$ cat src/rtl/tcw_pkg.sv
package tcw_pkg;

  // Reaction taken when a window expires with at least one silent task
  typedef enum logic {
    REACT_RESET = 1'b0,
    REACT_HALT  = 1'b1
  } react_e;

endpackage

$ cat src/rtl/tcw_alive_flags.sv
module tcw_alive_flags #(
  parameter int NUM_TASKS = 4
) (
  input  logic                 clk,
  input  logic                 rst_n,
  input  logic [NUM_TASKS-1:0] done_i,
  input  logic                 restart_i,
  input  logic                 flush_i,
  output logic [NUM_TASKS-1:0] alive_o
);

  // One sticky flag per task.
  // flush_i wins over restart_i, and restart_i wins over accumulation.
  for (genvar i = 0; i < NUM_TASKS; i++) begin : g_flag
    logic flag_q;
    logic flag_d;
    logic flag_en;

    always_comb begin
      flag_d = flag_q | done_i[i];
      if (flush_i) begin
        flag_d = 1'b0;
      end else if (restart_i) begin
        flag_d = done_i[i];
      end
    end

    assign flag_en = flush_i | restart_i | done_i[i];

    always_ff @(posedge clk or negedge rst_n) begin
      if (!rst_n) begin
        flag_q <= 1'b0;
      end else if (flag_en) begin
        flag_q <= flag_d;
      end
    end

    assign alive_o[i] = flag_q;
  end

endmodule

$ cat src/rtl/tcw_countdown.sv
module tcw_countdown #(
  parameter int PRESET = 1000,
  localparam int CNT_W = $clog2(PRESET + 1)
) (
  input  logic             clk,
  input  logic             rst_n,
  input  logic             load_i,
  input  logic             hold_i,
  output logic [CNT_W-1:0] cnt_o,
  output logic             zero_o
);

  localparam logic [CNT_W-1:0] PRESET_V = CNT_W'(PRESET);

  logic [CNT_W-1:0] cnt_q;
  logic [CNT_W-1:0] cnt_d;
  logic             cnt_en;
  logic             at_zero;

  assign at_zero = (cnt_q == '0);

  always_comb begin
    cnt_d = cnt_q;
    if (load_i) begin
      cnt_d = PRESET_V;
    end else if (!hold_i && !at_zero) begin
      cnt_d = cnt_q - 1'b1;
    end
  end

  assign cnt_en = load_i | (!hold_i & !at_zero);

  always_ff @(posedge clk or negedge rst_n) begin
    if (!rst_n) begin
      cnt_q <= PRESET_V;
    end else if (cnt_en) begin
      cnt_q <= cnt_d;
    end
  end

  assign cnt_o  = cnt_q;
  assign zero_o = at_zero;

endmodule

$ cat src/rtl/tcw_reaction.sv
module tcw_reaction
  import tcw_pkg::*;
#(
  parameter int PULSE_CYC = 8
) (
  input  logic   clk,
  input  logic   rst_n,
  input  logic   fire_i,
  input  react_e mode_i,
  input  logic   clear_i,
  output logic   sys_rst_o,
  output logic   halt_o
);

  localparam int PW = $clog2(PULSE_CYC + 1);
  localparam logic [PW-1:0] PULSE_V = PW'(PULSE_CYC);

  logic [PW-1:0] pulse_q;
  logic [PW-1:0] pulse_d;
  logic          pulse_en;
  logic          halt_q;
  logic          halt_d;
  logic          halt_en;
  logic          fire_rst;
  logic          fire_halt;

  assign fire_rst  = fire_i & (mode_i == REACT_RESET);
  assign fire_halt = fire_i & (mode_i == REACT_HALT);

  // Reset pulse length counter
  always_comb begin
    pulse_d = pulse_q;
    if (fire_rst) begin
      pulse_d = PULSE_V;
    end else if (pulse_q != '0) begin
      pulse_d = pulse_q - 1'b1;
    end
  end

  assign pulse_en = fire_rst | (pulse_q != '0);

  // Halt latch: only the maintenance clear releases it
  always_comb begin
    halt_d = halt_q;
    if (clear_i) begin
      halt_d = 1'b0;
    end else if (fire_halt) begin
      halt_d = 1'b1;
    end
  end

  assign halt_en = clear_i | fire_halt;

  always_ff @(posedge clk or negedge rst_n) begin
    if (!rst_n) begin
      pulse_q <= '0;
    end else if (pulse_en) begin
      pulse_q <= pulse_d;
    end
  end

  always_ff @(posedge clk or negedge rst_n) begin
    if (!rst_n) begin
      halt_q <= 1'b0;
    end else if (halt_en) begin
      halt_q <= halt_d;
    end
  end

  assign sys_rst_o = (pulse_q != '0);
  assign halt_o    = halt_q;

endmodule

$ cat src/rtl/tcw_event_log.sv
module tcw_event_log #(
  parameter int NUM_TASKS = 4,
  parameter int EVT_W     = 8
) (
  input  logic                 clk,
  input  logic                 rst_n,
  input  logic                 fire_i,
  input  logic [NUM_TASKS-1:0] missing_i,
  input  logic                 clear_i,
  output logic [NUM_TASKS-1:0] mask_o,
  output logic [EVT_W-1:0]     count_o
);

  localparam logic [EVT_W-1:0] EVT_MAX = '1;

  logic [NUM_TASKS-1:0] mask_q;
  logic [NUM_TASKS-1:0] mask_d;
  logic                 mask_en;
  logic [EVT_W-1:0]     cnt_q;
  logic [EVT_W-1:0]     cnt_d;
  logic                 cnt_en;

  always_comb begin
    mask_d = mask_q;
    if (clear_i) begin
      mask_d = '0;
    end else if (fire_i) begin
      mask_d = missing_i;
    end
  end

  assign mask_en = clear_i | fire_i;

  assign cnt_d  = cnt_q + 1'b1;
  assign cnt_en = fire_i & (cnt_q != EVT_MAX);

  always_ff @(posedge clk or negedge rst_n) begin
    if (!rst_n) begin
      mask_q <= '0;
    end else if (mask_en) begin
      mask_q <= mask_d;
    end
  end

  always_ff @(posedge clk or negedge rst_n) begin
    if (!rst_n) begin
      cnt_q <= '0;
    end else if (cnt_en) begin
      cnt_q <= cnt_d;
    end
  end

  assign mask_o  = mask_q;
  assign count_o = cnt_q;

endmodule

$ cat src/rtl/task_consensus_wdog.sv
module task_consensus_wdog
  import tcw_pkg::*;
#(
  parameter int NUM_TASKS     = 4,
  parameter int TIMEOUT_CYC   = 1000,
  parameter int RST_PULSE_CYC = 8,
  parameter int EVT_W         = 8
) (
  input  logic                 clk,
  input  logic                 rst_n,
  input  logic [NUM_TASKS-1:0] task_done_i,
  input  logic                 react_halt_i,
  input  logic                 maint_clr_i,
  output logic                 sys_rst_o,
  output logic                 halt_o,
  output logic [NUM_TASKS-1:0] miss_mask_o,
  output logic [EVT_W-1:0]     evt_cnt_o
);

  localparam int CNT_W = $clog2(TIMEOUT_CYC + 1);

  logic [NUM_TASKS-1:0] alive_q;
  logic [CNT_W-1:0]     cnt_q;
  logic                 cnt_zero;
  logic                 all_alive;
  logic                 active;
  logic                 reload_w;
  logic                 timeout_w;
  logic                 restart_w;
  logic                 flush_w;
  react_e               mode_w;

  // Window control: a unanimous vote reloads; an expired count with a
  // silent task fires. Both are suppressed while halted or being cleared.
  assign all_alive = &alive_q;
  assign active    = !halt_o && !maint_clr_i;
  assign reload_w  = active && all_alive;
  assign timeout_w = active && !all_alive && cnt_zero;
  assign restart_w = reload_w | timeout_w;
  assign flush_w   = maint_clr_i | halt_o;
  assign mode_w    = react_halt_i ? REACT_HALT : REACT_RESET;

  tcw_alive_flags #(
    .NUM_TASKS (NUM_TASKS)
  ) u_flags (
    .clk       (clk),
    .rst_n     (rst_n),
    .done_i    (task_done_i),
    .restart_i (restart_w),
    .flush_i   (flush_w),
    .alive_o   (alive_q)
  );

  tcw_countdown #(
    .PRESET (TIMEOUT_CYC)
  ) u_count (
    .clk    (clk),
    .rst_n  (rst_n),
    .load_i (restart_w | maint_clr_i),
    .hold_i (halt_o),
    .cnt_o  (cnt_q),
    .zero_o (cnt_zero)
  );

  tcw_reaction #(
    .PULSE_CYC (RST_PULSE_CYC)
  ) u_react (
    .clk       (clk),
    .rst_n     (rst_n),
    .fire_i    (timeout_w),
    .mode_i    (mode_w),
    .clear_i   (maint_clr_i),
    .sys_rst_o (sys_rst_o),
    .halt_o    (halt_o)
  );

  tcw_event_log #(
    .NUM_TASKS (NUM_TASKS),
    .EVT_W     (EVT_W)
  ) u_log (
    .clk       (clk),
    .rst_n     (rst_n),
    .fire_i    (timeout_w),
    .missing_i (~alive_q),
    .clear_i   (maint_clr_i),
    .mask_o    (miss_mask_o),
    .count_o   (evt_cnt_o)
  );

endmodule

$ cat config.mk
export PLATFORM = sky130hd
export DESIGN_NAME = task_consensus_wdog
export DESIGN_NICKNAME = d
export VERILOG_FILES = /design/src/rtl/tcw_pkg.sv /design/src/rtl/tcw_alive_flags.sv /design/src/rtl/tcw_countdown.sv /design/src/rtl/tcw_reaction.sv /design/src/rtl/tcw_event_log.sv /design/src/rtl/task_consensus_wdog.sv
export SDC_FILE = /design/constraint.sdc
export NUM_CORES = 1
export LEC_CHECK = 0
export CAP_MARGIN = 15
export CORE_ASPECT_RATIO = 1.2
export CORE_MARGIN = 3
export CORE_UTILIZATION = 57
export CTS_CLUSTER_DIAMETER = 200
export DETAILED_ROUTE_END_ITERATION = 10
export PLACE_DENSITY_LB_ADDON = 0.2
export SLEW_MARGIN = 20
export SYNTH_ARGS = -nofsm -noshare
export SYNTH_HDL_FRONTEND = slang
export SYNTH_SLANG_ARGS = --single-unit
$ cat constraint.sdc
create_clock -name clk -period 5 [get_ports clk]
set_input_delay 1 -clock clk [delete_from_list [all_inputs] [get_ports clk]]
set_output_delay 1 -clock clk [all_outputs]
set_load 0.02 [all_outputs]
==> impl_metrics.json, run 1 <==
{
  "r2r_cells": 6,
  "clock-sinks": 31,
  "pre_cts_slack_ns": 2.00,
  "path_clk_slew_ns": 0.10,
  "die_y_um": 62.5,
  "track_usage_pct": 21.5,
  "fillers": 172,
  "tritoncts": "done",
  "path_class": "reg2out",
  "cp_max_fo": 5,
  "die-area_um2": 3320,
  "synth.avg_cell_area_um2": 11.1,
  "crit_cells": 5,
  "fin_ws_ns": 1.83,
  "grt_pass1_vias": 1226,
  "seq_power_share_pct": 58.8,
  "yosys.area.top_type": "dfrtp_1",
  "crit_top_cell": "inv_1",
  "hold_depth": 1,
  "synthMostInstantiatedCell": "dfrtp_1",
  "synth_seq_cells": 31,
  "power_switching_mw": 0.118,
  "synth_top_area_share_pct": 41.3,
  "syn-instance-count": 137,
  "highest_layer": "met4",
  "fin_setup_tns_ns": 0,
  "area_delta_synth_final_pct": 20.4,
  "ys.flop_type": "dfrtp_1",
  "critPathLaunch": "u_react.pulse_q[0]",
  "root_buffer": "clkbuf_4",
  "dp_cells": 188,
  "overflow": 0,
  "hold_buffers": 0,
  "drive_above_1_share_pct": 14.5,
  "hpwl_mm": 2.18,
  "cap_violations": 0,
  "portBuffers": 21,
  "routed_wl_mm": 2.98,
  "min_from": "u_log.count_o[6]",
  "ys_types": 34,
  "sw_frac_of_total_pct": 25.1,
  "post_cts_buffers": 0,
  "row_count": 19,
  "rsz0062_at_grt": "no",
  "clock_power_share_pct": 32.3,
  "start_util_pct": 63.2,
  "postSynth.asyncResetShare_pct": 100,
  "hold_viol": 0,
  "r2r_start": "u_count.cnt_o[0]",
  "synthTopCellsByCount": "dfrtp_1, inv_1, nand2_1, nor2_1, nor3_1",
  "timing.hold.ws_ns": 0.501,
  "max_stage_delay_ns": 0.55,
  "worst_pin_slew_ns": 0.649,
  "critPathCaptureType": "output pin",
  "peakVddDrop_uv": 253,
  "n_antenna_cell": 0,
  "critPathBufInv": 3,
  "setup_viol": 0,
  "synth_area_um2": 1520,
  "required_ns": 4.00,
  "clock_skew_ns": 0.00697,
  "rr_endpoint": "u_log.count_o[1]",
  "p_total_mw": 0.469,
  "cpMaxStageDelayCell": "clkdlybuf4s50_1",
  "die_x_um": 53.1,
  "gp_congestion": 0.814,
  "p_leak_nw": 0.780,
  "wl_met2_mm": 1.52,
  "fin_util_pct": 76.0,
  "h-tree-depth": 2,
  "fin_crit_ns": 3.17,
  "crit_family": "buffers and inverters",
  "holdPathEnd": "u_log.count_o[6]",
  "ys_warn_count": 0,
  "wire_per_inst_um": 15.2,
  "dr.pass1.iters": 4,
  "ctsResizeCount": 0,
  "hp-class": "reg2reg",
  "clk_latency_ns": 0.32,
  "core_area_um2": 2400,
  "grt_max_degree": 32,
  "grt_pass1_wl_mm": 5.26,
  "fin_cells": 196,
  "fin_area_um2": 1830,
  "num_vias": 1129,
  "ant_nets": 0,
  "layout.nets": 176,
  "viasPerCell": 5.76,
  "antenna_found_initial": 0,
  "pwr-share-comb_pct": 8.9,
  "internal-power_mw": 0.351,
  "max_freq_ghz": 0.316,
  "maxSlewViolCount": 0,
  "placed_cell_area_um2": 1770,
  "dr_wl_met3_um": 116,
  "postSynthNetCount": 149,
  "status": "finished, final reports clean",
  "synth_edf_count": 0,
  "slew_headroom_pct": 56.6,
  "synth_area_leaders": "dfrtp_1, dfstp_2, xnor2_1",
  "ios": 22,
  "met1_length_mm": 1.25,
  "synth_seq_area_share_pct": 51.7,
  "crit_path_start_kind": "flop",
  "cts_buffers": 5,
  "drt_iter0_drc": 20,
  "crit_chain": "inv_1, ha_1, nor3b_1, inv_1, clkdlybuf4s50_1",
  "drc": 0,
  "arrival_ns": 2.17,
  "fin_crit_sh_pct": 63.3,
  "rrSetupSlack_ns": 2.97,
  "clockBufferDepth": 2,
  "power_density_nw_per_um2": 257
}
[cell usage in the layout (no fill, tap or decap), types with 4 or more instances in the layout]
master and n:
xor2_1 7, inv_1 9, xnor2_1 8, nor2_1 9
clkdlybuf4s50_1 21, a22o_1 4, ha_1 4, dfstp_2 6
clkbuf_4 5, dfrtp_1 25, o21ai_0 6, nand2_1 9
or3_1 4, nand3_1 8, nor3_1 9
[layout make-up]
type	instances	area (um^2)	share of cell area [%]
timing repair buffer	22	218	11.9
sequential	31	783	42.9
tap	31	38.8	2.12
inverter	9	33.8	1.85
clock buffer	7	55.1	3.02
multi-input combinational	95	692	37.9
clock inverter	1	5.00	0.274
[how the worst max path moves through the flow]
stage	slack [ns]	endpoint
5_1_grt	1.66	sys_rst_o
2_1_floorplan	2.76	sys_rst_o
6_report	1.83	sys_rst_o
3_5_place_dp	2.00	u_log.count_o[1]
3_3_place_gp	2.07	u_log.count_o[1]
4_1_cts	1.79	sys_rst_o
[power by group through the flow]
| stage | registers, mW | clock network (mW) | logic, mW |
|---|---|---|---|
| floorplan | 0.277 | 0 | 0.0252 |
| global placement | 0.279 | 0 | 0.0400 |
| detailed placement | 0.280 | 0 | 0.0414 |
| CTS | 0.276 | 0.156 | 0.0419 |
| global route | 0.277 | 0.170 | 0.0465 |
| finish | 0.276 | 0.152 | 0.0415 |
[worst reg2reg max path: stages, from the launching register on]
cell	delay, ns
dfrtp_1	0.43
inv_1	0.07
ha_1	0.18
nor3b_2	0.30
nand4_4	0.30
nor2_1	0.27
mux2_2	0.36
[layer usage]
metal,vias to the layer above,GRT usage (%)
li1,543,-
met1,547,22.8
met2,29,37.9
met3,10,5.25
met4,0,10.5
met5,-,0
[state kept, by name (all words and copies together) (netlist names)]
signal and flops:
u_count.cnt_o 10, u_log.count_o 8, u_flags.g_flag.flag_q 4, u_log.mask_o 4, u_react.pulse_q 4, u_react.halt_o 1
[cell families after synthesis]
| kind of cell | Yosys count | share of synthesized area [%] |
|---|---|---|
| XOR/XNOR | 15 | 8.66 |
| AO/OA/AOI/OAI | 18 | 8.09 |
| adder cells (fa/ha/maj) | 4 | 3.30 |
| flip-flops | 31 | 51.7 |
| AND/OR/NAND/NOR | 57 | 24.8 |
| multiplexers | 1 | 0.743 |
| buffers and inverters | 11 | 2.72 |
Note: power is estimated with default switching activity, not from simulation.
==> run 2, diff against run 1 <==
CORE_UTILIZATION = 48   (was 57)
clock period = 2.7 ns   (was 5 ns; I/O delays follow)
==> impl_metrics.json, run 2 (synthesis gave the netlist of run 1 again) <==
{
  "largest_reg_flops": 10,
  "clock-sinks": 31,
  "drt_iter0_drc": 31,
  "fin_cells": 202,
  "slew_headroom_pct": 67.7,
  "dp_cells": 194,
  "root_buffer": "clkbuf_4",
  "grt_max_degree": 32,
  "wire_per_inst_um": 14.8,
  "fin_crit_sh_pct": 92.6,
  "hp-class": "reg2reg",
  "ios": 22,
  "core_area_um2": 2920,
  "maxSlewViolCount": 0,
  "pre_cts_slack_ns": 0.287,
  "final_common_cell": "dfrtp_1",
  "n_antenna_cell": 0,
  "clk_latency_ns": 0.33,
  "drc": 0,
  "fin_crit_ns": 2.50,
  "power_density_nw_per_um2": 458,
  "h-tree-depth": 2,
  "worst_pin_slew_ns": 0.482,
  "num_vias": 1103,
  "clock_skew_ns": 0.0119,
  "routed_wl_mm": 3.00,
  "fin_setup_tns_ns": 0,
  "row_count": 21,
  "arrival_ns": 1.96,
  "hold_buffers": 0,
  "die-area_um2": 3870,
  "cap_violations": 0,
  "peakVddDrop_uv": 317,
  "cts_buffers": 5,
  "dr.pass1.iters": 4,
  "cp_max_fo": 5,
  "track_usage_pct": 18.3,
  "viasPerCell": 5.46,
  "post_cts_buffers": 0,
  "layout.nets": 179,
  "gp_congestion": 0.768,
  "rsz0062_at_grt": "no",
  "crit_path_start_kind": "flop",
  "die_x_um": 57.3,
  "required_ns": 2.16,
  "ant_nets": 0,
  "p_leak_nw": 0.786,
  "area_delta_synth_final_pct": 21.4,
  "drive_above_1_share_pct": 14.9,
  "status": "finished, final reports clean",
  "clockBufferDepth": 2,
  "tritoncts": "done",
  "hpwl_mm": 2.24,
  "overflow": 0,
  "antenna_found_initial": 0,
  "hold_viol": 0,
  "portBuffers": 21,
  "die_y_um": 67.6,
  "setup_viol": 0,
  "max_freq_ghz": 0.400,
  "fin_ws_ns": 0.199,
  "ctsResizeCount": 0,
  "path_class": "reg2out",
  "mostFrequentLayoutCells": "dfrtp_1, clkdlybuf4s50_1",
  "start_util_pct": 52.0,
  "critPathCaptureType": "output pin",
  "grt_pass1_vias": 1142,
  "path_clk_slew_ns": 0.09,
  "grt_pass1_wl_mm": 5.26
}
[run 2: power by group]
part	switching [mW]	internal, mW	leakage, nW
sequential	0.0242	0.487	0.396
clock	0.151	0.104	0.0265
combinational	0.0396	0.0384	0.363
total	0.215	0.629	0.786
[run 2: metal layers]
layer / wire length, um / share of wire, % / GRT usage (%) / vias to the layer above
met2: 1530 / 51 / 30.4 / 20
met3: 125 / 4.2 / 6.88 / 9
met4: 70 / 2.3 / 8.41 / 0
li1: - / - / - / 545
met1: 1270 / 42 / 20.9 / 529
met5: 0 / 0 / 0 / -
[run 2: through the flow]
step           instance area (um^2)  total power, mW  hold WS, ns  util [%]
2_1_floorplan                  1520            0.559        0.244         -
3_3_place_gp                   1790            0.593        0.485      61.4
3_5_place_dp                   1790            0.598        0.489      61.4
4_1_cts                        1840            0.855        0.503      63.1
5_1_grt                        1840            0.890        0.532      63.1
6_report                       1840            0.843        0.500      63.1
[run 2: path summary, 6_finish.rpt]
kind | startpoint | end | slack, ns | cells past startpoint
max | u_react.pulse_q[0] | sys_rst_o | 0.20 | 6
min | u_flags.g_flag[3].flag_q | u_log.mask_o[3] | 0.50 | 1
max reg2reg | u_count.cnt_o[0] | u_log.count_o[1] | 0.76 | 6
min reg2reg | u_flags.g_flag[3].flag_q | u_log.mask_o[3] | 0.50 | 1
max in group asynchronous | rst_n | u_count.cnt_o[7] | 1.77 | 2
min in group asynchronous | rst_n | u_count.cnt_o[2] | 0.59 | 2
[run 2: area by class of cell]
cell class	instances	area (um^2)
fill	256	1080
sequential	31	783
multi-input combinational	95	692
timing repair buffer	25	240
clock buffer	8	48.8
tap	34	42.5
inverter	9	33.8
[run 2: worst max-delay path, stage by stage, from the launching register on]
cell,delay [ns]
dfrtp_1,0.39
inv_1,0.12
ha_1,0.19
nor3b_1,0.20
buf_4,0.17
inv_1,0.04
clkdlybuf4s50_1,0.52
==> run 3, diff against run 2 <==
GPL_ROUTABILITY_DRIVEN = 1   (was not set)
==> results of run 3 <==
Same layout as run 2: the final DEF is identical, and so are final timing and power.
